[src/rtl/trng_pkg.sv]
package trng_pkg;
  typedef enum logic [1:0] {
    A_CTRL = 2'd0,
    A_STAT = 2'd1,
    A_DATA = 2'd2,
    A_NONE = 2'd3
  } reg_addr_e;

  localparam int CTRL_EN      = 0;
  localparam int CTRL_IE      = 1;
  localparam int CTRL_CRST    = 2;
  localparam int CTRL_LOCK    = 3;
  localparam int CTRL_DIV_LSB = 4;

  localparam int STAT_RDY  = 0;
  localparam int STAT_SEED = 1;
  localparam int STAT_CLK  = 2;
endpackage

[src/rtl/trng_ctrl_regs.sv]
module trng_ctrl_regs
  import trng_pkg::*;
#(
  parameter int DW    = 32,
  parameter int DIV_W = 4
) (
  input  logic             clk,
  input  logic             rst_n,
  input  logic             wr_en,
  input  logic [1:0]       wr_addr,
  input  logic [DW-1:0]    wdata,
  input  logic             seed_pulse,
  input  logic             clk_pulse,
  output logic             en_o,
  output logic             ie_o,
  output logic             crst_o,
  output logic             lock_o,
  output logic [DIV_W-1:0] div_cfg_o,
  output logic [DIV_W-1:0] div_act_o,
  output logic             seed_flag_o,
  output logic             clk_flag_o
);
  logic             en_q, ie_q, crst_q, lock_q, seed_q, clkf_q;
  logic [DIV_W-1:0] div_q, act_q;

  // named internal events
  logic             wr_ctrl, wr_stat, restart_evt;
  logic             seed_clr, clk_clr;
  logic [DIV_W-1:0] div_next;

  assign wr_ctrl     = wr_en && (wr_addr == A_CTRL);
  assign wr_stat     = wr_en && (wr_addr == A_STAT);
  assign restart_evt = wr_ctrl && crst_q && !wdata[CTRL_CRST];
  assign seed_clr    = wr_stat && !wdata[STAT_SEED];
  assign clk_clr     = wr_stat && !wdata[STAT_CLK];
  assign div_next    = lock_q ? div_q : wdata[CTRL_DIV_LSB +: DIV_W];

  always_ff @(posedge clk or negedge rst_n) begin
    if (!rst_n) begin
      en_q   <= 1'b0;
      ie_q   <= 1'b0;
      crst_q <= 1'b0;
      lock_q <= 1'b0;
      div_q  <= '0;
      act_q  <= '0;
      seed_q <= 1'b0;
      clkf_q <= 1'b0;
    end else begin
      if (wr_ctrl) begin
        en_q   <= wdata[CTRL_EN];
        ie_q   <= wdata[CTRL_IE];
        crst_q <= wdata[CTRL_CRST];
        lock_q <= lock_q | wdata[CTRL_LOCK];
        div_q  <= div_next;
      end
      if (restart_evt) act_q <= div_next;
      seed_q <= seed_pulse | (seed_q & !seed_clr);
      clkf_q <= clk_pulse  | (clkf_q & !clk_clr);
    end
  end

  assign en_o        = en_q;
  assign ie_o        = ie_q;
  assign crst_o      = crst_q;
  assign lock_o      = lock_q;
  assign div_cfg_o   = div_q;
  assign div_act_o   = act_q;
  assign seed_flag_o = seed_q;
  assign clk_flag_o  = clkf_q;

  AST_LOCK_STICKY: assert property (@(posedge clk) disable iff (!rst_n)
    lock_q |=> lock_q);
  AST_CFG_FROZEN: assert property (@(posedge clk) disable iff (!rst_n)
    lock_q |=> $stable(div_q));
  AST_DIV_AT_RESTART: assert property (@(posedge clk) disable iff (!rst_n)
    !restart_evt |=> $stable(act_q));
  AST_SEED_SETS: assert property (@(posedge clk) disable iff (!rst_n)
    seed_pulse |=> seed_q);
  AST_CLK_SETS: assert property (@(posedge clk) disable iff (!rst_n)
    clk_pulse |=> clkf_q);
endmodule

[src/rtl/trng_outbuf.sv]
module trng_outbuf #(
  parameter int WORD_W = 32,
  parameter int WORDS  = 4
) (
  input  logic                     clk,
  input  logic                     rst_n,
  input  logic                     flush,
  input  logic                     accept_ok,
  input  logic                     in_valid,
  input  logic [WORD_W*WORDS-1:0]  in_data,
  output logic                     in_ready,
  input  logic                     rd_word,
  output logic [WORD_W-1:0]        word_o,
  output logic                     has_data
);
  localparam int BLK_W = WORD_W * WORDS;
  localparam int IDX_W = (WORDS > 1) ? $clog2(WORDS) : 1;
  localparam logic [IDX_W-1:0] IDX_LAST = IDX_W'(WORDS - 1);

  function automatic logic [WORD_W-1:0] word_of(input logic [BLK_W-1:0] blk,
                                                 input logic [IDX_W-1:0] idx);
    return blk[idx*WORD_W +: WORD_W];
  endfunction

  function automatic logic [IDX_W-1:0] idx_step(input logic [IDX_W-1:0] idx);
    return (idx == IDX_LAST) ? '0 : idx + 1'b1;
  endfunction

  logic [BLK_W-1:0] slot_q [2];
  logic [1:0]       full_q;
  logic             wr_sel_q, rd_sel_q;
  logic [IDX_W-1:0] idx_q;

  // named internal events
  logic push_evt, pop_evt, last_word, free_evt;

  assign in_ready  = accept_ok && !full_q[wr_sel_q];
  assign push_evt  = in_valid && in_ready;
  assign has_data  = full_q[rd_sel_q];
  assign pop_evt   = rd_word && has_data;
  assign last_word = (idx_q == IDX_LAST);
  assign free_evt  = pop_evt && last_word;
  assign word_o    = word_of(slot_q[rd_sel_q], idx_q);

  always_ff @(posedge clk or negedge rst_n) begin
    if (!rst_n) begin
      for (int i = 0; i < 2; i++) slot_q[i] <= '0;
      full_q   <= '0;
      wr_sel_q <= 1'b0;
      rd_sel_q <= 1'b0;
      idx_q    <= '0;
    end else if (flush) begin
      for (int i = 0; i < 2; i++) slot_q[i] <= '0;
      full_q   <= '0;
      wr_sel_q <= 1'b0;
      rd_sel_q <= 1'b0;
      idx_q    <= '0;
    end else begin
      if (push_evt) begin
        slot_q[wr_sel_q] <= in_data;
        full_q[wr_sel_q] <= 1'b1;
        wr_sel_q         <= !wr_sel_q;
      end
      if (pop_evt) begin
        idx_q <= idx_step(idx_q);
        if (last_word) begin
          full_q[rd_sel_q] <= 1'b0;
          rd_sel_q         <= !rd_sel_q;
        end
      end
    end
  end

  AST_FLUSH_EMPTIES: assert property (@(posedge clk) disable iff (!rst_n)
    flush |=> (full_q == 2'b00) && (idx_q == '0));
  AST_IDLE_READ_HOLDS: assert property (@(posedge clk) disable iff (!rst_n)
    (rd_word && !has_data && !flush) |=> $stable(idx_q) && $stable(rd_sel_q));
  AST_SECOND_FOLLOWS: assert property (@(posedge clk) disable iff (!rst_n)
    (free_evt && !flush && full_q[!rd_sel_q]) |=> has_data);
  AST_NO_OVERFLOW: assert property (@(posedge clk) disable iff (!rst_n)
    (full_q == 2'b11) |-> !in_ready);
endmodule

[src/rtl/trng_rd_mux.sv]
module trng_rd_mux
  import trng_pkg::*;
#(
  parameter int DW    = 32,
  parameter int DIV_W = 4
) (
  input  logic [1:0]       addr,
  input  logic             en,
  input  logic             ie,
  input  logic             crst,
  input  logic             lock,
  input  logic [DIV_W-1:0] div_cfg,
  input  logic             drdy,
  input  logic             seed_flag,
  input  logic             clk_flag,
  input  logic [DW-1:0]    word,
  output logic [DW-1:0]    rdata
);
  always_comb begin
    rdata = '0;
    unique case (addr)
      A_CTRL: begin
        rdata[CTRL_EN]                  = en;
        rdata[CTRL_IE]                  = ie;
        rdata[CTRL_CRST]                = crst;
        rdata[CTRL_LOCK]                = lock;
        rdata[CTRL_DIV_LSB +: DIV_W]    = div_cfg;
      end
      A_STAT: begin
        rdata[STAT_RDY]  = drdy;
        rdata[STAT_SEED] = seed_flag;
        rdata[STAT_CLK]  = clk_flag;
      end
      A_DATA:  rdata = drdy ? word : '0;
      default: rdata = '0;
    endcase
  end
endmodule

[src/rtl/trng_regctl.sv]
module trng_regctl
  import trng_pkg::*;
#(
  parameter int WORD_W = 32,
  parameter int WORDS  = 4,
  parameter int DIV_W  = 4
) (
  input  logic                    clk,
  input  logic                    rst_n,
  input  logic                    reg_wr,
  input  logic                    reg_rd,
  input  logic [1:0]              reg_addr,
  input  logic [WORD_W-1:0]       reg_wdata,
  output logic [WORD_W-1:0]       reg_rdata,
  input  logic                    up_valid,
  input  logic [WORD_W*WORDS-1:0] up_data,
  output logic                    up_ready,
  input  logic                    seed_err_i,
  input  logic                    clk_err_i,
  output logic                    irq,
  output logic                    gen_run,
  output logic [DIV_W-1:0]        clkdiv_o
);
  logic             en, ie, crst, lock, seed_flag, clk_flag;
  logic [DIV_W-1:0] div_cfg;
  logic             has_data, drdy, any_err, data_rd;
  logic [WORD_W-1:0] word;

  trng_ctrl_regs #(.DW(WORD_W), .DIV_W(DIV_W)) u_regs (
    .clk(clk), .rst_n(rst_n), .wr_en(reg_wr), .wr_addr(reg_addr),
    .wdata(reg_wdata), .seed_pulse(seed_err_i), .clk_pulse(clk_err_i),
    .en_o(en), .ie_o(ie), .crst_o(crst), .lock_o(lock),
    .div_cfg_o(div_cfg), .div_act_o(clkdiv_o),
    .seed_flag_o(seed_flag), .clk_flag_o(clk_flag)
  );

  assign any_err = seed_flag || clk_flag;
  assign gen_run = en && !crst && !any_err;
  assign drdy    = has_data && !any_err;
  assign data_rd = reg_rd && (reg_addr == A_DATA) && drdy;
  assign irq     = ie && (drdy || any_err);

  trng_outbuf #(.WORD_W(WORD_W), .WORDS(WORDS)) u_buf (
    .clk(clk), .rst_n(rst_n), .flush(crst), .accept_ok(gen_run),
    .in_valid(up_valid), .in_data(up_data), .in_ready(up_ready),
    .rd_word(data_rd), .word_o(word), .has_data(has_data)
  );

  trng_rd_mux #(.DW(WORD_W), .DIV_W(DIV_W)) u_mux (
    .addr(reg_addr), .en(en), .ie(ie), .crst(crst), .lock(lock),
    .div_cfg(div_cfg), .drdy(drdy), .seed_flag(seed_flag),
    .clk_flag(clk_flag), .word(word), .rdata(reg_rdata)
  );

  AST_NO_ACCEPT_ON_ERR: assert property (@(posedge clk) disable iff (!rst_n)
    up_ready |-> !seed_flag && !clk_flag && !crst);
  AST_CRST_HIDES_DATA: assert property (@(posedge clk) disable iff (!rst_n)
    $past(crst) && crst |-> !drdy);
  AST_IRQ_NEEDS_EN: assert property (@(posedge clk) disable iff (!rst_n)
    irq |-> ie);
endmodule

[config.mk]
export PLATFORM = sky130hd
export DESIGN_NAME = trng_regctl
export DESIGN_NICKNAME = d
export VERILOG_FILES = /design/src/rtl/trng_pkg.sv /design/src/rtl/trng_ctrl_regs.sv /design/src/rtl/trng_outbuf.sv /design/src/rtl/trng_rd_mux.sv /design/src/rtl/trng_regctl.sv
export SDC_FILE = /design/constraint.sdc
export NUM_CORES = 1
export LEC_CHECK = 0
export BUFFER_PORTS_ARGS = -buffer_cell sky130_fd_sc_hd__buf_2
export CELL_PAD_IN_SITES_DETAIL_PLACEMENT = 1
export CELL_PAD_IN_SITES_GLOBAL_PLACEMENT = 2
export CORE_MARGIN = 2
export CORE_UTILIZATION = 30
export CTS_CLUSTER_SIZE = 12
export DETAILED_ROUTE_END_ITERATION = 8
export PLACE_DENSITY = 0.68
export SYNTH_ARGS = -nofsm -noshare
export SYNTH_HDL_FRONTEND = slang
export SYNTH_SLANG_ARGS = --single-unit
[constraint.sdc]
create_clock -name clk -period 4.8 [get_ports clk]
set_input_delay 0.48 -clock clk [delete_from_list [all_inputs] [get_ports clk]]
set_output_delay 0.48 -clock clk [all_outputs]
set_load 0.01 [all_outputs]
==> results.cfg <==
[critical_path]
path_max_fanout = 40
start_kind = flip-flop
arrival_ns = 3.08
path_class = reg -> out
required_ns = 4.32
cp-end-kind = primary output

[placed_design]
io_buffers = 183
placement.cell_area_um2 = 15700
place_congestion = 0.731
dpl_worst_slack_ns = 1.47
place_inst = 1790
hpwl_mm = 25.4

[power_and_ir_drop]
irDropWorstVdd_mv = 0.181
powerDensity_nw_per_um2 = 322
power_leakage_uw = 0.00817

[detailed_routing]
num_vias = 8800
wl_mm = 39.1
ant_nets = 0
drcViolationCount = 0
wire_per_inst_um = 21.1
drt_iter0_markers = 284
avgViaCountPerCell = 4.76
drt_pre_antenna_iters = 4

[yosys]
syn-cell-area_um2 = 14300
synth_area_per_cell_um2 = 13.4
yosysMostFrequentCell = dfrtp_1
synth_cells = 1068
yosysTopAreaCellShare_pct = 48.4
ys_types = 35
yosys_most_used_dff = dfrtp_1
synthTopCellsByCount = 276 x dfrtp_1, 258 x nor2b_1, 209 x mux2_1
synth_area_leaders = dfrtp_1 48%, mux2_1 16%, nor2b_1 11%
yosysWarnings = 0
ys_seq_area_share_pct = 48.4
syn_nets = 1238
yosysTopAreaCell = dfrtp_1
synth_edf_count = 0
ys_seq_elements = 276
async_flop_share_pct = 100

[clock_network]
cts_tree = done
clock-sinks = 276
postCtsSetupBuffers = 0
clk_pin_slew_ns = 0.06
clk_latency_ns = 0.54
cts_resized = 0
cts_max_path_buffers = 3
cts_root_buffer = clkbuf_16
cts_hold_buf = 1
cts_buffers = 35
htreeDepth = 2

[flow_run]
drv_cap = 0

[die]
dieWidth_um = 222
initial_core_util_pct = 30.5
pin_count = 208
dieArea_um2 = 49400
die_h_um = 222
num_rows = 79
core_um2 = 46800

[finish]
n_antenna_cell = 0
n_fill_cell = 4956
regArea_um2 = 6920
synthToLayoutAreaGrowth_pct = 18.2
drive_above_1_share_pct = 30.9
stdcell_area_um2 = 16900
multi_input_area_um2 = 6920
nNetsFinal = 1391
fin_cells = 1850

[timing]
fmax_ghz = 0.281
fin_crit_sh_pct = 74.1
worst_slew_pin_slew_ns = 1.09
hold-worst-slack_ns = 0.141
setup_violations = 0
clock_skew_ns = 0.0154
hold_viol = 0
maxSlewViolCount = 0
relSlewSlack_pct = 27.6
setup_tns_ns = 0
rsz0062_at_grt = no
layout_setup_ws_ns = 1.24
period_minus_slack_ns = 3.56

[global_route]
gr-usage-all-layers_pct = 16.3
grt_pass1_vias = 10100
overflow = 0
grt_first_pass_wirelength_mm = 61.6
grt_antenna_before_repair = 6
grt_max_degree = 111

[status]
status = completed

[hold_path]
hp-class = in -> reg
-- state kept, by name, summed over array words and instances, names as in the netlist, 2 cells and up --
name / flops
u_buf.slot_q: 256
u_regs.div_act_o: 4
u_regs.div_cfg_o: 4
u_buf.full_q: 2
u_buf.idx_q: 2
-- per-stage QoR --
step	utilization, %	total power (uW)
after floorplan	-	2610
after global routing	36.1	5690
after detailed placement	33.6	2820
after global placement	33.6	2820
final	36.1	5430
after CTS	36.1	5560
-- where the power goes --
| part | total [uW] | leakage (uW) | switching [uW] | internal (uW) |
|---|---|---|---|---|
| Combinational | 337 | 0.00379 | 223 | 115 |
| Clock | 2670 | 0.000563 | 1040 | 1630 |
| Sequential | 2430 | 0.00382 | 60.8 | 2360 |
| Total | 5430 | 0.00817 | 1320 | 4110 |
-- path summary, 6_finish.rpt --
kind / slack (ns) / startpoint / end / cells after the start
setup reg to reg: 1.55 / u_regs.crst_o$_DFFE_PN0P_ / u_buf.slot_q[16]$_DFFE_PN0P_ / 6
max in group asynchronous: 3.20 / rst_n / u_buf.slot_q[241]$_DFFE_PN0P_ / 3
min in group asynchronous: 0.50 / rst_n / u_regs.div_cfg_o[0]$_DFFE_PN0P_ / 2
hold / removal: 0.14 / seed_err_i / u_regs.seed_flag_o$_DFF_PN0_ / 2
hold reg to reg: 0.51 / u_regs.div_act_o[3]$_DFFE_PN0P_ / u_regs.div_act_o[3]$_DFFE_PN0P_ / 1
setup / recovery: 1.24 / u_buf.rd_sel_q$_DFFE_PN0P_ / reg_rdata[14] / 5
-- cell families after synthesis --
logic type / after synthesis / synth area share [%]
DFF: 276 / 48.4
adders and majority gates: 1 / 0.0876
AOI/OAI and AO/OA: 24 / 1.04
and+or+nand+nor: 311 / 13.2
muxes: 371 / 34.0
buffers and inverters: 85 / 3.30
-- worst max-delay path: stages, from the launching register on --
cell and delay, ns:
dfrtp_4 1.04, mux2_2 0.46, nand2_1 0.29, buf_4 0.42, nor2_1 0.14, buf_2 0.16
-- cell type report --
cell class / count / share of cell area [%]
clock inverters: 6 / 0.489
clock buffers: 53 / 6.31
well taps: 607 / 4.50
multi-input cells: 707 / 41.0
repair buffers: 198 / 6.68
inverters: 3 / 0.0667
flip-flops and latches: 276 / 41.0
-- cell usage in the layout, fill, tap and decap left out, types with 29 or more instances in the layout --
master,synthesis,routed
buf_2,10,182
clkbuf_16,0,37
dfrtp_1,276,272
mux2_1,209,209
mux2_2,63,63
mux2i_1,35,35
mux4_2,64,64
nor2_1,29,29
nor2b_1,258,258
-- metal layers --
layer  track usage [%]  up-vias  share of wire (%)
li1                  -     4037                  -
met1              20.4     4554                 42
met2              28.2      138                 51
met3              3.56       59                4.5
met4              4.90       12                2.1
met5                 0        -               0.15
Power figures use the tool's default switching activity.
